<file path="src/rtl/cmd_dispatcher_pkg.sv">
package cmd_dispatcher_pkg;

    localparam int CMD_W  = 3;
    localparam int REG_W  = 8;

    localparam int STAT_BUSY = 0;
    localparam int STAT_MREQ = 1;
    localparam int STAT_SREQ = 2;
    localparam int STAT_LOCK = 3;
    localparam int STAT_WAIT = 4;

    typedef enum logic [CMD_W-1:0] {
        CMD_NOP    = 3'b000,
        CMD_UNLOCK = 3'b001,
        CMD_MREQ   = 3'b010,
        CMD_MSTOP  = 3'b011,
        CMD_RSV_A  = 3'b100,
        CMD_SREQ   = 3'b101,
        CMD_SSTOP  = 3'b110,
        CMD_RSV_B  = 3'b111
    } cmd_e;

    typedef enum logic {
        ST_IDLE = 1'b0,
        ST_WAIT = 1'b1
    } ctl_state_e;

    typedef struct packed {
        logic unlock;
        logic set_m;
        logic stop_m;
        logic set_s;
        logic stop_s;
    } cmd_act_t;

    typedef struct packed {
        logic       mreq;
        logic       sreq;
        logic       lock;
        ctl_state_e st;
    } ctl_flags_t;

    function automatic cmd_act_t decode_cmd(input cmd_e c);
        cmd_act_t a;
        a = '0;
        case (c)
            CMD_UNLOCK: a.unlock = 1'b1;
            CMD_MREQ:   a.set_m  = 1'b1;
            CMD_MSTOP:  a.stop_m = 1'b1;
            CMD_SREQ:   a.set_s  = 1'b1;
            CMD_SSTOP:  a.stop_s = 1'b1;
            default:    a = '0;
        endcase
        return a;
    endfunction

    function automatic logic [REG_W-1:0] pack_status(input logic busy,
                                                     input ctl_flags_t f);
        logic [REG_W-1:0] s;
        s            = '0;
        s[STAT_BUSY] = busy;
        s[STAT_MREQ] = f.mreq;
        s[STAT_SREQ] = f.sreq;
        s[STAT_LOCK] = f.lock;
        s[STAT_WAIT] = (f.st == ST_WAIT);
        return s;
    endfunction

endpackage

</file>
<file path="src/rtl/cmd_dispatcher_slot.sv">
module cmd_dispatcher_slot
    import cmd_dispatcher_pkg::*;
(
    input  logic             clk,
    input  logic             rst,
    input  logic             wr_en,
    input  logic [CMD_W-1:0] wr_cmd,
    input  logic             accept,
    output logic             busy,
    output cmd_e             code,
    output logic             take
);

    logic busy_q;
    cmd_e code_q;

    assign take = busy_q & accept;

    always_ff @(posedge clk) begin
        if (rst) begin
            busy_q <= 1'b0;
            code_q <= CMD_NOP;
        end else if (take) begin
            busy_q <= 1'b0;
        end else if (!busy_q && wr_en) begin
            busy_q <= 1'b1;
            code_q <= cmd_e'(wr_cmd);
        end
    end

    assign busy = busy_q;
    assign code = code_q;

endmodule

</file>
<file path="src/rtl/cmd_dispatcher_flags.sv">
module cmd_dispatcher_flags
    import cmd_dispatcher_pkg::*;
(
    input  logic       clk,
    input  logic       rst,
    input  logic       take,
    input  cmd_e       code,
    input  logic       slave_active,
    input  logic       slave_tx,
    input  logic       lock_evt,
    input  logic       master_done,
    input  logic       slave_done,
    input  logic       resume,
    output ctl_flags_t flags,
    output logic       halt_m,
    output logic       halt_s
);

    ctl_flags_t cur_q, nxt;
    cmd_act_t   act;
    logic       halt_m_d, halt_s_d;
    logic       halt_m_q, halt_s_q;

    always_comb begin
        act      = decode_cmd(code);
        nxt      = cur_q;
        halt_m_d = 1'b0;
        halt_s_d = 1'b0;

        if (master_done) nxt.mreq = 1'b0;
        if (slave_done)  nxt.sreq = 1'b0;
        if (resume)      nxt.st   = ST_IDLE;

        if (take) begin
            if (act.unlock && !slave_active) nxt.lock = 1'b0;
            if (act.set_m) nxt.mreq = 1'b1;
            if (act.set_s) nxt.sreq = 1'b1;
            if (act.stop_m && cur_q.mreq) begin
                nxt.mreq = 1'b0;
                nxt.st   = ST_WAIT;
                halt_m_d = 1'b1;
            end
            if (act.stop_s && cur_q.sreq) begin
                nxt.sreq = 1'b0;
                if (slave_tx) begin
                    nxt.st   = ST_WAIT;
                    halt_s_d = 1'b1;
                end
            end
        end

        if (lock_evt) nxt.lock = 1'b1;
    end

    always_ff @(posedge clk) begin
        if (rst) begin
            cur_q    <= '{mreq: 1'b0, sreq: 1'b0, lock: 1'b0, st: ST_IDLE};
            halt_m_q <= 1'b0;
            halt_s_q <= 1'b0;
        end else begin
            cur_q    <= nxt;
            halt_m_q <= halt_m_d;
            halt_s_q <= halt_s_d;
        end
    end

    assign flags  = cur_q;
    assign halt_m = halt_m_q;
    assign halt_s = halt_s_q;

endmodule

</file>
<file path="src/rtl/cmd_dispatcher_rdmux.sv">
module cmd_dispatcher_rdmux
    import cmd_dispatcher_pkg::*;
(
    input  logic             sel,
    input  logic             busy,
    input  ctl_flags_t       flags,
    output logic [REG_W-1:0] data
);

    always_comb begin
        if (sel) data = pack_status(busy, flags);
        else     data = '0;
    end

endmodule

</file>
<file path="src/rtl/cmd_dispatcher.sv">
module cmd_dispatcher
    import cmd_dispatcher_pkg::*;
(
    input  logic             clk,
    input  logic             rst,
    input  logic             host_wr_en,
    input  logic [CMD_W-1:0] host_wr_cmd,
    input  logic             host_rd_sel,
    output logic [REG_W-1:0] host_rd_data,
    input  logic             eng_accept,
    input  logic             eng_lock_evt,
    input  logic             eng_slave_active,
    input  logic             eng_slave_tx,
    input  logic             eng_master_done,
    input  logic             eng_slave_done,
    input  logic             eng_resume,
    output logic             eng_cmd_valid,
    output logic [CMD_W-1:0] eng_cmd_code,
    output logic             eng_master_req,
    output logic             eng_slave_req,
    output logic             eng_locked,
    output logic             eng_halt_master,
    output logic             eng_halt_slave,
    output logic             wait_state
);

    logic       busy;
    logic       take;
    cmd_e       code;
    ctl_flags_t flags;

    cmd_dispatcher_slot u_slot (
        .clk    (clk),
        .rst    (rst),
        .wr_en  (host_wr_en),
        .wr_cmd (host_wr_cmd),
        .accept (eng_accept),
        .busy   (busy),
        .code   (code),
        .take   (take)
    );

    cmd_dispatcher_flags u_flags (
        .clk          (clk),
        .rst          (rst),
        .take         (take),
        .code         (code),
        .slave_active (eng_slave_active),
        .slave_tx     (eng_slave_tx),
        .lock_evt     (eng_lock_evt),
        .master_done  (eng_master_done),
        .slave_done   (eng_slave_done),
        .resume       (eng_resume),
        .flags        (flags),
        .halt_m       (eng_halt_master),
        .halt_s       (eng_halt_slave)
    );

    cmd_dispatcher_rdmux u_rd (
        .sel   (host_rd_sel),
        .busy  (busy),
        .flags (flags),
        .data  (host_rd_data)
    );

    assign eng_cmd_valid  = busy;
    assign eng_cmd_code   = code;
    assign eng_master_req = flags.mreq;
    assign eng_slave_req  = flags.sreq;
    assign eng_locked     = flags.lock;
    assign wait_state     = (flags.st == ST_WAIT);

endmodule

</file>
<file path="config.mk">
export PLATFORM = sky130hd
export DESIGN_NAME = cmd_dispatcher
export DESIGN_NICKNAME = d
export VERILOG_FILES = /design/src/rtl/cmd_dispatcher_pkg.sv /design/src/rtl/cmd_dispatcher_slot.sv /design/src/rtl/cmd_dispatcher_flags.sv /design/src/rtl/cmd_dispatcher_rdmux.sv /design/src/rtl/cmd_dispatcher.sv
export SDC_FILE = /design/constraint.sdc
export NUM_CORES = 1
export LEC_CHECK = 0
export BUFFER_PORTS_ARGS = -buffer_cell sky130_fd_sc_hd__buf_2
export CAP_MARGIN = 30
export CORE_AREA = 4 4 41 43
export CTS_BUF_LIST = sky130_fd_sc_hd__clkbuf_8
export DETAILED_ROUTE_END_ITERATION = 16
export DIE_AREA = 0 0 45 47
export GPL_TIMING_DRIVEN = 1
export PLACE_DENSITY = 0.68
export SYNTH_ARGS = -nofsm -noshare
export SYNTH_HDL_FRONTEND = slang
export SYNTH_SLANG_ARGS = --single-unit
</file>
<file path="constraint.sdc">
create_clock -name clk -period 2 [get_ports clk]
set_input_delay 0.4 -clock clk [delete_from_list [all_inputs] [get_ports clk]]
set_output_delay 0.4 -clock clk [all_outputs]
set_load 0.05 [all_outputs]
</file>
# Word-level counts from Yosys, hierarchy flattened
# Index checks and enable logic that the tools add are counted.
# op_classes
n_eq_ne	5
n_reduce_logical	13
n_bitwise	3
muxes	21
# ops
op	n
two-way mux 1 bit	19
equality test 3 x 2 -> 1 bit (second input constant)	2
equality test 3 bit (second input constant)	2
two-way mux 5 bit	1
logical AND 1 bit	4
two-way mux 4 bit	1
AND reduction 2 bit	2
nonzero test 2 bit	2
OR reduction 2 bit	2
equality test 3 x 1 -> 1 bit (second input constant)	1
OR reduction 3 bit	1
zero test 1 bit	2
NOT 1 bit	2
bitwise AND 1 bit	1
# word_totals
word_cells	50
regBits	10
output_inout_bits	18
in_bits	14

# Logic depth before layout (Yosys ltp)
# Gate-level depths: netlist (run 1).
# logic_depth
depth_word	8
depth_mapped	3

# By module
# A second synthesis (run 1) with hierarchy kept.
# hier_totals
cells_unflattened	52
area_unflattened_um2	488.0
# by_module_without_submodules
module	area_per_inst_um2	cells_per_inst	n_inst
cmd_dispatcher_flags	244.0	26	1
cmd_dispatcher_slot	186.4	17	1
cmd_dispatcher_rdmux	57.6	9	1

# Worst setup path after synthesis (run 1)
# OpenSTA, ideal clock, no wires.
# synth_timing
path_type	register to output
startpoint	register u_slot.busy_q (netlist: u_slot.busy)
endpoint	output port host_rd_data[0]
setup_slack_ps	411
required_ps	1600
stages_incl_launch_ff	2
arrival_time_ps	1189
path_cell_list	dfxtp_1 -> and2_1
# synth_via
elab_chain_len	1
# synth_lines
item	line	source
start, declared	cmd_dispatcher_slot.sv:14	logic busy_q;
start signal, assigned	cmd_dispatcher_slot.sv:21	busy_q <= 1'b0;
start signal, assigned	cmd_dispatcher_slot.sv:24	busy_q <= 1'b0;
start signal, assigned	cmd_dispatcher_slot.sv:26	busy_q <= 1'b1;
two-way mux 5 bit	cmd_dispatcher_rdmux.sv:11	if (sel) data = pack_status(busy, flags);
end, declared	cmd_dispatcher.sv:9	output logic [REG_W-1:0] host_rd_data,
# Every way passes these cells.

# Worst setup path in the final report (run 1)
# Same ends and word-level chain as after synthesis.

==> results.md, run 1 <==
- Syn Std Cell Area: between 400 and 500 um^2
- CP bufs+invs: 1
- Synth unique cells: 23
- Setup TNS: 0 ns
- Post-DP HPWL: 860.3 um
- FP Rows: 13
- Max-Cap Viols: 0
- DRT iter0 DRCs: 1
- Cell family with most CP delay: flip-flops
- Cells after Synth: 51
- Post-synthesis compound-gate area fraction: 13.57%
- CP Max Fanout: 7
- Depth of the worst register-to-register path: 3
- Worst Skew: approximately 0.0073 ns
- Die area: 2115 um^2
- Min-delay worst type: input port to flip-flop
- Met1 usage: about 12%
- R2r startpoint: u_slot.code[2]
- Post-synthesis sequential area ratio: about 44%
- Post-Synth Simple-Gate Area: 27.15%
- Total Wirelength: between 1 and 1.5 mm
- Worst-Skew Late Latency: around 0.23 ns
- Count of final setup violators: 0
- First drt pass iteration count: 4
- Largest family of logic cells by synthesized area: simple AND/OR/NAND/NOR gates
- # nets final: 96
- Antenna cells: 0
- Reg clk slew, reported paths: 0.05 ns
- Share of cells above drive strength 1: 40.00%
- Chip width: 45 um
- Clock root cell: clkbuf_8
- Clk buf depth: 2
- Antenna-violating nets left: 0
- Core area: ~1300 um^2
- Die Height: around 47 um
- Vias: 435
- CP required: 1.60 ns
- GR Overflow Total: 0
- Largest net degree at the start of global routing: 13
- Max-slew violations: 0
- Main area contributors after synthesis: dfxtp_1 44%, and2_1 6.9%, mux2i_1 6.6%
- Tcrit/Tclk final: around 72%
- CP startpoint: u_slot.busy
- Met2 Track Usage GR: 20.06%
- Peak Freq: 0.6904 GHz
- Met3 global-route usage: 3.831%
- Leading area contributor after synthesis: dfxtp_1
- Crit. End Element: primary output
- Setup CP Type: flip-flop to primary output
- Peak VDD IR: 0.5270 mV
- GRT busiest layer: met2
- H-tree depth: 1
- Logic pwr share: 17.6%
- Min Tclk post-route: approximately 1.4 ns
- Final Util: 48.65%
- Switching power of the nets: 0.1496 mW
- Unrepaired setup endpoints after global routing: no
- Buffers on Ports: 28
- Synth-to-layout area growth: 40.17%
- CTS tree: done
- Crit path depth: 2
- WP data arrival: 1.05 ns
- Vias in the first global route: 405
- TritonCTS buffer count: 3
- Max stage delay on crit path: 0.40 ns
- Post-synth EDFFs: 0
- Sw Ratio: 29.12%
- Vias per cell: between 4 and 5
- CP cell instances: and2_1 > buf_2
- Share of flip-flops with an asynchronous set or reset: 0%
- Synthesized flop and latch total: 10
- CTS sink cnt: 10
- Final hold violations: 0
- Clk pwr share: 40.1%
- First-pass GRT wire length: between 1.5 and 2 mm
- Most common cell in the netlist: dfxtp_1
- Yosys top cell area share: 44.32%
- Initial Utilization: a little over a third
- Post_cts resized: 0
- Top FF cell, synth: dfxtp_1
- Internal power: 0.3642 mW
- Seq pwr share: 42.3%
- Post-Synth XOR/XNOR Area: 0%
- Post CTS Setup Buffer Count: 0
- Setup crit end: host_rd_data[0]
- GRT Total Usage: 11.55%
- Routability cong.: between 0.6 and 0.7
- Status: finished clean
- Critical Path Source Type: flip-flop
- CP max stage cell: dfxtp_1
- Reg2reg end: u_flags.flags[1]
- Pwr dens: 811.5 nW/um^2
- Top post-synthesis cells by count: 10 x dfxtp_1, 6 x nor2_1, 5 x and2_1
- Drt wl/cell: 11.77 um
- Fillers: 145
- Multiplexer share of the synthesized area: 6.648%
- Post-Synth Adder-Cell Area: 0%
- Synth Warn #: 0
- I/O pin cnt: 32
- R2r setup slk: 0.75 ns
- DRC: 0
- Post-Syn Area per Cell: around 9 um^2
- Pleak: 0.3244 nW
- Hold buffers post-CTS: 0
- Initial antenna violation count: 0
[metrics by stage]
stage                     setup WS [ns]  instances  cell area (um^2)  power [mW]  hold slack, ns
final                            0.5515         95             633.1      0.5138          0.4003
after global placement           0.7059         92             591.8      0.3103          0.4613
after CTS                        0.5535         95             633.1      0.5185          0.4025
after detailed placement         0.6982         92             591.8      0.3116          0.4663
after floorplan                  0.4107         53             459.2      0.2883          0.5295
after global routing             0.4945         95             633.1      0.5350          0.4196
[logic make-up (layout without fill, tap and decap cells)]
family,after synthesis,count (layout)
AOI/OAI and AO/OA,10,10
DFF,10,10
buffers and inverters,6,33
other,1,3
and+or+nand+nor,21,21
muxes,3,3
[how the worst min path moves through the flow]
stage,start,cells past startpoint,endpoint
4_1_cts,eng_lock_evt,3,u_flags.flags[1]
2_1_floorplan,eng_lock_evt,2,u_flags.flags[1]
3_3_place_gp,u_flags.flags[0],1,u_flags.flags[0]
6_report,eng_lock_evt,3,u_flags.flags[1]
5_1_grt,eng_lock_evt,3,u_flags.flags[1]
3_5_place_dp,u_flags.flags[0],1,u_flags.flags[0]
[metal layers]
metal,wire length [um],vias up
met5,0,-
met4,0,0
met3,90,0
met1,474,191
li1,-,228
met2,553,16
[cell usage in the layout, fill, tap and decap left out]
cell type and count:
buf_2 28, dfxtp_1 10, nor2_1 6, and2_1 5
mux2i_1 3, o21ai_0 3, conb_1 3, clkbuf_8 3
nor2b_1 2, nor3_1 2, inv_1 2, a21oi_1 2
nand4b_1 1, nand3b_1 1, nand3_1 1, a211oi_1 1
a21o_1 1, o211ai_1 1, o41ai_1 1, and4b_2 1
nand2_1 1, or4b_1 1, o21ai_1 1
[final cells by class]
type	instances	area, um^2	area share [%]
Multi-Input combinational cell	37	225.2	35.57
Clock buffer	3	41.29	6.522
Timing Repair Buffer	28	140.1	22.13
Inverter	2	7.507	1.186
Tap cell	15	18.77	2.964
Sequential cell	10	200.2	31.62
[state kept, by name, summed over array words and instances, names as in the netlist]
register,count
u_flags.flags,4
u_flags.halt_m,1
u_flags.halt_s,1
u_slot.busy,1
u_slot.code,3
[power by group through the flow]
stage                     registers [mW]  clock network, mW  logic [mW]
after floorplan                    0.243                  0      0.0449
after global placement             0.220                  0      0.0898
after detailed placement           0.221                  0      0.0907
after CTS                          0.217              0.210      0.0910
after global routing               0.219              0.219      0.0971
final                              0.217              0.206      0.0904
[worst register-to-register path, stage by stage (launching register included)]
cell and delay, ns:
dfxtp_1 0.39, or4b_1 0.56, o21ai_1 0.13, a21oi_1 0.07
No activity file was read; power rests on OpenSTA's default activity.
==> run 2, diff against run 1 <==
Settings changed: ABC_AREA set to 1, PLACE_DENSITY 0.68 to 0.72.
Clock period 2 ns to 1.5 ns, I/O delays scaled along.
==> run 2 against run 1 <==
Compared with the run above: critical path depth rose by 1; die area is the same; worst setup slack worse by 0.38 ns; sequential share of layout area down 2.7 points; worst hold slack got worse by 0.11 ns; sequential power increased by 35%; final cell count grew 23%; combinational power rose by 69%; largest power group is now the clock network; via count is 20% higher; critical path type unchanged.
==> results.md, run 2 <==
- Status: finished clean
- CP max stage cell: dfxtp_1
- Largest register FFs: 4
- GRT Total Usage: about 11%
- Max-Cap Viols: 0
- CP required: 1.20 ns
- Top post-synthesis cells by count: 14 x nand2_1, 13 x inv_1, 10 x dfxtp_1
- Post-route insts no fill: 117
- Post-synthesis sequential area ratio: approximately two fifths
- Initial Utilization: 37.88%
- Antenna-violating nets left: 0
- Post CTS Setup Buffer Count: 0
- Drt wl/cell: 9.538 um
- Pleak: 0.4390 nW
- Post-DP HPWL: around 900 um
- Power, Total: 0.7777 mW
- Reg clk slew, reported paths: 0.05 ns
- Setup TNS: 0 ns
- Most common cell in the netlist: nand2_1
- Critical Path Source Type: flip-flop
- Share of flip-flops with an asynchronous set or reset: 0%
- CTS tree: done
- Count of final setup violators: 0
- Vias: 520
- Yosys top cell area share: roughly 41%
- Final worst slack: 0.1710 ns
- CTS sink cnt: 10
- FP Rows: 13
- CP startpoint: u_flags.flags[2]
- Syn Std Cell Area: 493.0 um^2
- Vias per cell: 4.444
- Post-Syn Area per Cell: 6.943 um^2
- Synth Warn #: 0
- Core area: ~1300 um^2
- Worst Skew: 0.0004208 ns
- GR Overflow Total: 0
- First-pass GRT wire length: ~1.7 mm
- Final hold violations: 0
- H-tree depth: 1
- Total Wirelength: 1.116 mm
- Die area: 2115 um^2
- Post_cts resized: 0
- Crit. End Element: primary output
- Setup crit end: host_rd_data[2]
- Most frequent cells in the layout: 28 x buf_2, 14 x nand2_1, 13 x inv_1
- Peak Freq: 0.7524 GHz
- First drt pass iteration count: 4
- Clk buf depth: 2
- Buffers on Ports: 28
- Synth-to-layout area growth: 40.36%
- WP data arrival: 1.03 ns
- Routability cong.: around 0.81
- Min Tclk post-route: roughly 1.3 ns
- Initial antenna violation count: 0
- Min-delay worst type: input port to flip-flop
- Post-synth EDFFs: 0
- Max-slew violations: 0
- # nets final: 117
- Cells after Synth: a little over 70
- Top FF cell, synth: dfxtp_1
- Hold buffers post-CTS: 0
- CP Max Fanout: 6
- Tcrit/Tclk final: between 80 and 90%
- Share of cells above drive strength 1: around 40%
- CP cell instances: nand2_1 > inv_1 > buf_2
- Setup CP Type: flip-flop to primary output
- Pwr dens: 1124 nW/um^2
- Antenna cells: 0
- Leading area contributor after synthesis: dfxtp_1
- Unrepaired setup endpoints after global routing: no
- Depth of the worst register-to-register path: 5
- Reg2reg end: u_flags.flags[1]
- Pre-CTS WS: 0.4189 ns
- Synth unique cells: 17
- Largest net degree at the start of global routing: 8
- Placed instance count: 113
- Die Height: 47 um
- Synthesized flop and latch total: 10
- TritonCTS buffer count: 3
- Max stage delay on crit path: 0.42 ns
- Main area contributors after synthesis: dfxtp_1 41%, nand2_1 11%, inv_1 9.9%
- Chip width: 45 um
- DRT iter0 DRCs: 7
- Most common cell after layout, fill and taps aside: buf_2
- Worst-Skew Late Latency: ~0.23 ns
- I/O pin cnt: 32
- Clock root cell: clkbuf_8
- Final Util: 53.17%
- DRC: 0
- R2r startpoint: u_slot.busy
- R2r setup slk: 0.59 ns
- Vias in the first global route: 433
- Peak VDD IR: 0.5575 mV
==> run 2: cell types whose count changed in the layout (fill, tap and decap cells not counted), moves of 4 or more <==
cell / previous run / this run
inv_1: 2 / 13
nand2_1: 1 / 14
inv_2: 0 / 4
nor2_2: 0 / 4
and2_1: 5 / 0
==> run 2: area by class of cell <==
type                    count  area, um^2
clock buffers               4       55.05
multi-input cells          43       214.0
fillers                   141       609.3
flip-flops and latches     10       200.2
repair buffers             28       140.1
well taps                  15       18.77
inverters                  17       63.81
==> run 2: cell families (layout without fill, tap and decap cells) <==
| group | after synthesis | in the layout | synth area share [%] |
|---|---|---|---|
| AOI/OAI and AO/OA | 9 | 9 | 10.15 |
| buffers and inverters | 20 | 49 | 17.51 |
| DFF | 10 | 10 | 40.61 |
| other | 1 | 3 | 0.7607 |
| and+or+nand+nor | 31 | 31 | 30.97 |
==> run 2: worst min-delay path by stage <==
| stage | startpoint | depth (start not counted) | endpoint |
|---|---|---|---|
| final | rst | 2 | u_flags.flags[1] |
| after global routing | rst | 2 | u_slot.busy |
| after CTS | rst | 2 | u_flags.flags[1] |
| after detailed placement | u_flags.flags[1] | 2 | u_flags.flags[1] |
| after global placement | u_flags.flags[1] | 2 | u_flags.flags[1] |
| after floorplan | rst | 1 | u_flags.flags[1] |
==> run 2: worst max-delay path, delay by kind of cell (launching register included) <==
| family | cells | cell delay, ns |
|---|---|---|
| flip-flops | 1 | 0.42 |
| buffers and inverters | 2 | 0.30 |
| AND/OR/NAND/NOR | 1 | 0.07 |
==> run 2: layer usage <==
metal | routed length, um | up-vias | track usage (%)
li1 | - | 274 | -
met1 | 491 | 204 | 12.44
met2 | 455 | 32 | 18.08
met3 | 133 | 10 | 3.448
met4 | 36 | 0 | 7.018
met5 | 0 | - | 0
==> run 2: through the flow <==
step	instance area, um^2	hold WS [ns]
6_report	691.9	0.2864
3_3_place_gp	636.9	0.4714
4_1_cts	691.9	0.2896
2_1_floorplan	500.5	0.3691
5_1_grt	691.9	0.2967
3_5_place_dp	636.9	0.4786
==> run 2: power by group <==
group / switching [mW] / leakage [nW] / internal, mW / total, mW
sequential: 0.0141 / 0.0819 / 0.279 / 0.293
clock: 0.101 / 0.0288 / 0.230 / 0.331
combinational: 0.115 / 0.328 / 0.0386 / 0.153
